`config.mk`:
```
export PLATFORM = sky130hd
export DESIGN_NAME = insn_step_ctrl
export DESIGN_NICKNAME = d
export VERILOG_FILES = /design/src/rtl/isc_pkg.sv /design/src/rtl/isc_group_decode.sv /design/src/rtl/isc_step_seq.sv /design/src/rtl/isc_addr_mux.sv /design/src/rtl/insn_step_ctrl.sv
export SDC_FILE = /design/constraint.sdc
export NUM_CORES = 1
export LEC_CHECK = 0
export ABC_AREA = 0
export BUFFER_PORTS_ARGS = -buffer_cell sky130_fd_sc_hd__buf_2
export CAP_MARGIN = 20
export CORE_MARGIN = 3
export CORE_UTILIZATION = 32
export DETAILED_ROUTE_END_ITERATION = 8
export PLACE_DENSITY = 0.6
export SLEW_MARGIN = 20
export SYNTH_ARGS = -nofsm -noshare
export SYNTH_HDL_FRONTEND = slang
export SYNTH_SLANG_ARGS = --single-unit
```
`constraint.sdc`:
```
create_clock -name clk -period 2.25 [get_ports clk]
set_clock_uncertainty 0.2 [all_clocks]
set_input_delay 0.1125 -clock clk [delete_from_list [all_inputs] [get_ports clk]]
set_output_delay 0.1125 -clock clk [all_outputs]
set_load 0.01 [all_outputs]
```
`src/rtl/isc_pkg.sv`:
```
package isc_pkg;

    localparam int WORD_W  = 16;
    localparam int ADDR_W  = 7;
    localparam int MODE_W  = 3;
    localparam int LOW_W   = 4;
    localparam int PFX_W   = ADDR_W - LOW_W;
    localparam int NSTEP   = 5;

    // one-hot step positions
    localparam int ST_FETCH = 0;
    localparam int ST_SRC   = 1;
    localparam int ST_DST   = 2;
    localparam int ST_LOOK  = 3;
    localparam int ST_RUN   = 4;

    typedef enum logic [1:0] {
        GRP_SPECIAL = 2'b00,
        GRP_TWO     = 2'b01,
        GRP_ONE     = 2'b10,
        GRP_ZERO    = 2'b11
    } grp_e;

    localparam logic [PFX_W-1:0] PFX_OPND = 3'b100;
    localparam logic [PFX_W-1:0] PFX_SAVE = 3'b101;

    localparam logic [LOW_W-1:0] SPC_MASK   = 4'b0000;
    localparam logic [LOW_W-1:0] SPC_SWINT  = 4'b0001;
    localparam logic [LOW_W-1:0] SPC_JUMP   = 4'b0010;
    localparam logic [LOW_W-1:0] SPC_CALL   = 4'b0011;
    localparam logic [LOW_W-1:0] SPC_BRANCH = 4'b0100;
    localparam logic [LOW_W-1:0] SPC_BAD    = 4'b1111;

    typedef struct packed {
        grp_e              grp;
        logic [LOW_W-1:0]  low;
        logic [MODE_W-1:0] src_mode;
        logic [MODE_W-1:0] dst_mode;
    } word_class_t;

    function automatic logic [ADDR_W-1:0] opnd_entry(input logic [MODE_W-1:0] mode);
        return {PFX_OPND, {(LOW_W-MODE_W){1'b0}}, mode};
    endfunction

    function automatic logic [ADDR_W-1:0] insn_entry(input grp_e g, input logic [LOW_W-1:0] low);
        return {1'b0, g, low};
    endfunction

endpackage

```
`src/rtl/isc_group_decode.sv`:
```
module isc_group_decode
    import isc_pkg::*;
(
    input  logic [WORD_W-1:0] word,
    output word_class_t       cls
);

    logic              is_esc;
    logic              is_one;
    logic              is_zero;
    logic [LOW_W-1:0]  spc_code;
    grp_e              grp;

    always_comb begin
        is_esc  = (word[15:12] == 4'b1111);
        is_one  = is_esc && (word[11:9] == 3'b110);
        is_zero = is_esc && (word[11:4] == 8'b1111_1100);
        if (!is_esc)      grp = GRP_TWO;
        else if (is_one)  grp = GRP_ONE;
        else if (is_zero) grp = GRP_ZERO;
        else              grp = GRP_SPECIAL;
    end

    always_comb begin
        if (!word[11]) begin
            spc_code = SPC_BRANCH;
        end else begin
            case (word[11:6])
                6'b100000: spc_code = SPC_MASK;
                6'b100001: spc_code = SPC_SWINT;
                6'b100010: spc_code = SPC_JUMP;
                6'b100011: spc_code = SPC_CALL;
                default:   spc_code = SPC_BAD;
            endcase
        end
    end

    // group code steers the low-field selection directly
    always_comb begin
        cls.grp      = grp;
        cls.src_mode = word[5:3];
        case (grp)
            GRP_TWO: begin
                cls.low      = word[15:12];
                cls.dst_mode = word[11:9];
            end
            GRP_ONE: begin
                cls.low      = word[9:6];
                cls.dst_mode = word[5:3];
            end
            GRP_ZERO: begin
                cls.low      = word[3:0];
                cls.dst_mode = word[5:3];
            end
            default: begin
                cls.low      = spc_code;
                cls.dst_mode = word[5:3];
            end
        endcase
    end

endmodule

```
`src/rtl/isc_step_seq.sv`:
```
module isc_step_seq
    import isc_pkg::*;
(
    input  logic             clk,
    input  logic             rst,
    input  logic             fetch_done,
    input  logic             mc_done,
    input  grp_e             new_grp,
    output logic [NSTEP-1:0] step_q,
    output logic             pending_q,
    output logic             fetch_req,
    output logic             mc_start,
    output logic             load_ir,
    output logic             latch_entry
);

    logic [NSTEP-1:0] step_n;
    logic             call_step;
    logic             call_end;

    always_comb begin
        fetch_req   = step_q[ST_FETCH];
        call_step   = step_q[ST_SRC] | step_q[ST_DST] | step_q[ST_RUN];
        mc_start    = call_step & ~pending_q;
        call_end    = call_step & pending_q & mc_done;
        load_ir     = fetch_req & fetch_done;
        latch_entry = step_q[ST_LOOK];
    end

    always_comb begin
        step_n = step_q;
        if (load_ir) begin
            step_n = '0;
            case (new_grp)
                GRP_TWO: step_n[ST_SRC]  = 1'b1;
                GRP_ONE: step_n[ST_DST]  = 1'b1;
                default: step_n[ST_LOOK] = 1'b1;
            endcase
        end else if (step_q[ST_LOOK]) begin
            step_n = '0;
            step_n[ST_RUN] = 1'b1;
        end else if (call_end) begin
            step_n = '0;
            if (step_q[ST_SRC])      step_n[ST_DST]   = 1'b1;
            else if (step_q[ST_DST]) step_n[ST_LOOK]  = 1'b1;
            else                     step_n[ST_FETCH] = 1'b1;
        end
    end

    always_ff @(posedge clk) begin
        if (rst) begin
            step_q           <= '0;
            step_q[ST_FETCH] <= 1'b1;
            pending_q        <= 1'b0;
        end else begin
            step_q <= step_n;
            if (mc_start)      pending_q <= 1'b1;
            else if (call_end) pending_q <= 1'b0;
        end
    end

endmodule

```
`src/rtl/isc_addr_mux.sv`:
```
module isc_addr_mux
    import isc_pkg::*;
(
    input  logic [NSTEP-1:0]  step_q,
    input  word_class_t       cls,
    input  logic [ADDR_W-1:0] entry_q,
    output logic [ADDR_W-1:0] mc_addr
);

    always_comb begin
        if (step_q[ST_SRC])      mc_addr = opnd_entry(cls.src_mode);
        else if (step_q[ST_DST]) mc_addr = opnd_entry(cls.dst_mode);
        else if (step_q[ST_RUN]) mc_addr = entry_q;
        else                     mc_addr = '0;
    end

endmodule

```
`src/rtl/insn_step_ctrl.sv`:
```
module insn_step_ctrl
    import isc_pkg::*;
(
    input  logic              clk,
    input  logic              rst,
    output logic              fetch_req,
    input  logic              fetch_done,
    input  logic [WORD_W-1:0] instr_word,
    output logic [WORD_W-1:0] ir_out,
    output logic              mc_start,
    output logic [ADDR_W-1:0] mc_addr,
    input  logic              mc_done
);

    word_class_t       in_cls;
    word_class_t       ir_cls;
    logic [NSTEP-1:0]  step_q;
    logic              pending_q;
    logic              load_ir;
    logic              latch_entry;
    logic [WORD_W-1:0] ir_q;
    logic [ADDR_W-1:0] entry_q;

    isc_group_decode u_dec_in (.word(instr_word), .cls(in_cls));
    isc_group_decode u_dec_ir (.word(ir_q),       .cls(ir_cls));

    isc_step_seq u_seq (
        .clk        (clk),
        .rst        (rst),
        .fetch_done (fetch_done),
        .mc_done    (mc_done),
        .new_grp    (in_cls.grp),
        .step_q     (step_q),
        .pending_q  (pending_q),
        .fetch_req  (fetch_req),
        .mc_start   (mc_start),
        .load_ir    (load_ir),
        .latch_entry(latch_entry)
    );

    always_ff @(posedge clk) begin
        if (rst) begin
            ir_q    <= '0;
            entry_q <= '0;
        end else begin
            if (load_ir)     ir_q    <= instr_word;
            if (latch_entry) entry_q <= insn_entry(ir_cls.grp, ir_cls.low);
        end
    end

    isc_addr_mux u_mux (
        .step_q (step_q),
        .cls    (ir_cls),
        .entry_q(entry_q),
        .mc_addr(mc_addr)
    );

    assign ir_out = ir_q;

endmodule

```
==> run_summary.xml <==
<?xml version="1.0" encoding="UTF-8"?>
<metrics>
  <group name="outcome">
    <metric name="outcome" unit="">finished, final reports clean</metric>
  </group>
  <group name="floorplanning">
    <metric name="coreArea" unit="mm^2">0.00420</metric>
    <metric name="std_cell_rows" unit="">23</metric>
    <metric name="dieArea" unit="mm^2">0.00539</metric>
    <metric name="floorplan.initialDensity" unit="">0.346</metric>
    <metric name="die_h" unit="um">73.4</metric>
    <metric name="die_x" unit="um">73.4</metric>
    <metric name="design.portCount" unit="">45</metric>
  </group>
  <group name="drt">
    <metric name="drt-pass1-iter-count" unit="">4</metric>
    <metric name="vias" unit="">1536</metric>
    <metric name="detailedRoute.firstIterationViolations" unit="">112</metric>
    <metric name="vias_per_cell" unit="">5.21</metric>
    <metric name="routed-wl-met3" unit="um">283</metric>
    <metric name="wire_per_inst" unit="um">14.4</metric>
    <metric name="highest-signal-layer" unit="">met4</metric>
    <metric name="routedLengthMet1" unit="mm">2.02</metric>
    <metric name="routed_wl" unit="mm">4.26</metric>
    <metric name="drt.antenna.violating_nets" unit="">0</metric>
    <metric name="met2_wl" unit="mm">1.93</metric>
    <metric name="detail_route.drc_violations" unit="">0</metric>
  </group>
  <group name="synthesis">
    <metric name="async_reset_ff_frac" unit="">0</metric>
    <metric name="share_of_the_synthesized_area_in_the_top_cell_type" unit="">0.385</metric>
    <metric name="synthesis.instances" unit="">190</metric>
    <metric name="netlist.top_cell.by_area" unit="">dfxtp_1</metric>
    <metric name="number_of_storage_elements_in_the_synthesis_netlist" unit="">28</metric>
    <metric name="yosysWarnings" unit="">0</metric>
    <metric name="netlist_top_cells_area" unit="">dfxtp_1 39%, nand2_1 11%, a21oi_1 6.5%, nor2_1 4.1%, a311oi_1 2.4%</metric>
    <metric name="post_synth_edffs" unit="">0</metric>
    <metric name="ys_seq_area_frac" unit="">0.385</metric>
    <metric name="synth_ff_type" unit="">dfxtp_1</metric>
    <metric name="post_synth.cell_area_avg" unit="um^2">7.66</metric>
    <metric name="netlist-cell-type-count" unit="">41</metric>
    <metric name="mappedNetlistNets" unit="">211</metric>
    <metric name="mappedNetlistArea" unit="mm^2">0.00146</metric>
  </group>
  <group name="global_routing">
    <metric name="global_route.usage.total" unit="">0.164</metric>
    <metric name="grt_start_max_net_pins" unit="">28</metric>
    <metric name="global_route.overflow_total" unit="">0</metric>
    <metric name="first_pass_grt_wire_length" unit="mm">7.04</metric>
    <metric name="initial_antenna_violation_count" unit="">0</metric>
    <metric name="first_global_vias" unit="">1459</metric>
  </group>
  <group name="worst_setup_path">
    <metric name="worstSetupStartpointType" unit="">flop</metric>
    <metric name="worst_flop_to_flop_path_startpoint" unit="">ir_out[6]</metric>
    <metric name="critPathRequiredTime" unit="ps">1940</metric>
    <metric name="critical-path-max-stage-delay" unit="ps">370</metric>
    <metric name="critical_path.endpoint_type" unit="">output pin</metric>
    <metric name="timing.critical_path.arrival" unit="ps">1730</metric>
    <metric name="cpLargestDelayFamily" unit="">compound AO/OA/AOI/OAI gates</metric>
    <metric name="crit_path_cell_trace" unit="">and4_1, a22o_1, a222oi_1, inv_1, buf_2</metric>
    <metric name="timing.critical_path.buf_inv" unit="">2</metric>
    <metric name="worst_setup_path_startpoint" unit="">ir_out[14]</metric>
    <metric name="worst_path_max_delay_cell" unit="">dfxtp_2</metric>
    <metric name="worstPathMaxFanout" unit="">9</metric>
    <metric name="timing_worst_setup_path_type" unit="">flop to output pin</metric>
  </group>
  <group name="sta">
    <metric name="max_slew_margin" unit="">0.581</metric>
    <metric name="worst_slew_pin_slew" unit="ps">627</metric>
    <metric name="finalCritPeriodShare" unit="">0.906</metric>
    <metric name="fin_max_slew_vios" unit="">0</metric>
    <metric name="grt_setup_unrepaired" unit="">no</metric>
    <metric name="final_critical_path_setup_slack" unit="ps">211</metric>
    <metric name="fin_crit" unit="ps">2040</metric>
    <metric name="max_freq" unit="MHz">490</metric>
    <metric name="final-setup-viol-count" unit="">0</metric>
    <metric name="setup_total_negative_slack" unit="ps">0</metric>
    <metric name="hold_viol_final" unit="">0</metric>
  </group>
  <group name="cts">
    <metric name="clk-insertion-delay-late" unit="ps">290</metric>
    <metric name="ctsLongestPathBuffers" unit="">2</metric>
    <metric name="cts_root_buf" unit="">clkbuf_8</metric>
    <metric name="number_of_clock_buffers_inserted_by_tritoncts" unit="">3</metric>
    <metric name="clock_tree_from_tritoncts" unit="">built</metric>
    <metric name="htree_num_levels" unit="">1</metric>
    <metric name="cts_post_setup_buffers_inserted" unit="">0</metric>
    <metric name="clk_transition_reported_paths" unit="ps">100</metric>
    <metric name="cts_sinks" unit="">28</metric>
  </group>
  <group name="pwr">
    <metric name="design_power_total" unit="uW">1140</metric>
    <metric name="ir_drop" unit="V">0.000359</metric>
    <metric name="power.leakage" unit="uW">0.000852</metric>
    <metric name="pwr_density_cell" unit="mW/mm^2">585</metric>
  </group>
  <group name="worst_hold_path">
    <metric name="min-delay-path-class" unit="">primary input to flop</metric>
    <metric name="min_from" unit="">fetch_done</metric>
  </group>
  <group name="placed_design">
    <metric name="port_buffer_count" unit="">44</metric>
    <metric name="detail_placement_hpwl" unit="mm">2.99</metric>
    <metric name="dpl.cell_count" unit="">273</metric>
    <metric name="dp_slack" unit="ps">384</metric>
    <metric name="place_congestion" unit="">0.886</metric>
  </group>
  <group name="run">
    <metric name="cap_violations" unit="">0</metric>
  </group>
  <group name="cells_and_area">
    <metric name="num_antenna_cells" unit="">0</metric>
    <metric name="layout_cell_share_with_drive_strength_beyond_1" unit="">0.245</metric>
    <metric name="design.final.nets" unit="">267</metric>
    <metric name="areaGrowthSynthToFinish" unit="%">34.1</metric>
    <metric name="finalNonFillerCells" unit="">295</metric>
  </group>
</metrics>
==> flip-flops by register name, indices dropped and copies added (netlist names) <==
name	count
entry_q	6
u_seq.pending_q	1
u_seq.step_q	5
ir_out	16
==> final timing paths <==
path	to	slack (ps)	cells past startpoint
setup / recovery	mc_addr[0]	210	5
hold / removal	ir_out[6]	230	4
setup reg to reg	entry_q[3]	370	4
hold reg to reg	entry_q[3]	280	2
==> timing repair <==
item | 4_1_cts | 5_1_grt
setup endpoints to repair | 0 | 1
endpoints found under the hold margin | 18 | 0
resized for setup | 0 | 5
hold buffers | 18 | 0
==> stage by stage <==
step            util  hold slack [ps]  cell area, um^2
2_1_floorplan      -             48.5             1460
3_3_place_gp   0.403              156             1690
5_1_grt        0.465              258             1950
3_5_place_dp   0.403              160             1690
6_report       0.465              228             1950
4_1_cts        0.463              237             1950
==> tightest hold or removal path: stages <==
cell     delay (ps)
buf_2           100
and2_1          290
nand2_1         120
a21oi_1          50
==> layer usage <==
metal,track usage,vias to the layer above
li1,-,793
met1,0.228,689
met2,0.267,50
met3,0.0356,4
met4,0.0241,0
met5,0,-
==> cells by family (layout without fill, tap and decap cells) <==
family,after synthesis,after routing,synth area share
AOI/OAI and AO/OA,47,47,0.218
adders and majority gates,1,1,0.00860
buffers and inverters,21,76,0.0662
DFF,28,28,0.385
muxes,2,2,0.0146
and+or+nand+nor,91,91,0.307
==> synthesized netlist by cell type (3+ instances only) <==
| cell type | n |
|---|---|
| dfxtp_1 | 28 |
| a222oi_1 | 3 |
| a311oi_1 | 4 |
| nor3_1 | 3 |
| nand3_1 | 7 |
| a22o_1 | 3 |
| clkbuf_1 | 8 |
| nand2_1 | 42 |
| inv_1 | 6 |
| nor2_1 | 16 |
| o21ai_0 | 5 |
| and3_1 | 4 |
| nand4b_1 | 3 |
| a21oi_1 | 19 |
| buf_4 | 4 |
| nand4_1 | 4 |
==> area by class of cell <==
| type | count | area, um^2 |
|---|---|---|
| tap | 50 | 62.6 |
| fill | 420 | 2250 |
| timing repair buffer | 66 | 430 |
| clock inverter | 1 | 30.0 |
| sequential | 28 | 567 |
| inverter | 6 | 22.5 |
| multi-input combinational | 141 | 798 |
| clock buffer | 3 | 41.3 |
==> cells in the final DEF (no fill, tap or decap), types with 5 or more instances in the layout <==
cell type | netlist | final
dfxtp_2 | 0 | 5
inv_1 | 6 | 6
a21oi_1 | 19 | 19
nor2_1 | 16 | 16
nand3_1 | 7 | 7
buf_2 | 2 | 44
o21ai_0 | 5 | 5
nand2_1 | 42 | 42
dfxtp_1 | 28 | 23
dlygate4sd3_1 | 0 | 18
==> report_power, final <==
group | leakage (uW) | internal [uW] | switching [uW]
Clock | 0.0000357 | 239 | 166
Combinational | 0.000586 | 83.3 | 95.2
Sequential | 0.000231 | 522 | 38.3
Total | 0.000852 | 844 | 299
Power figures use the tool's default switching activity.
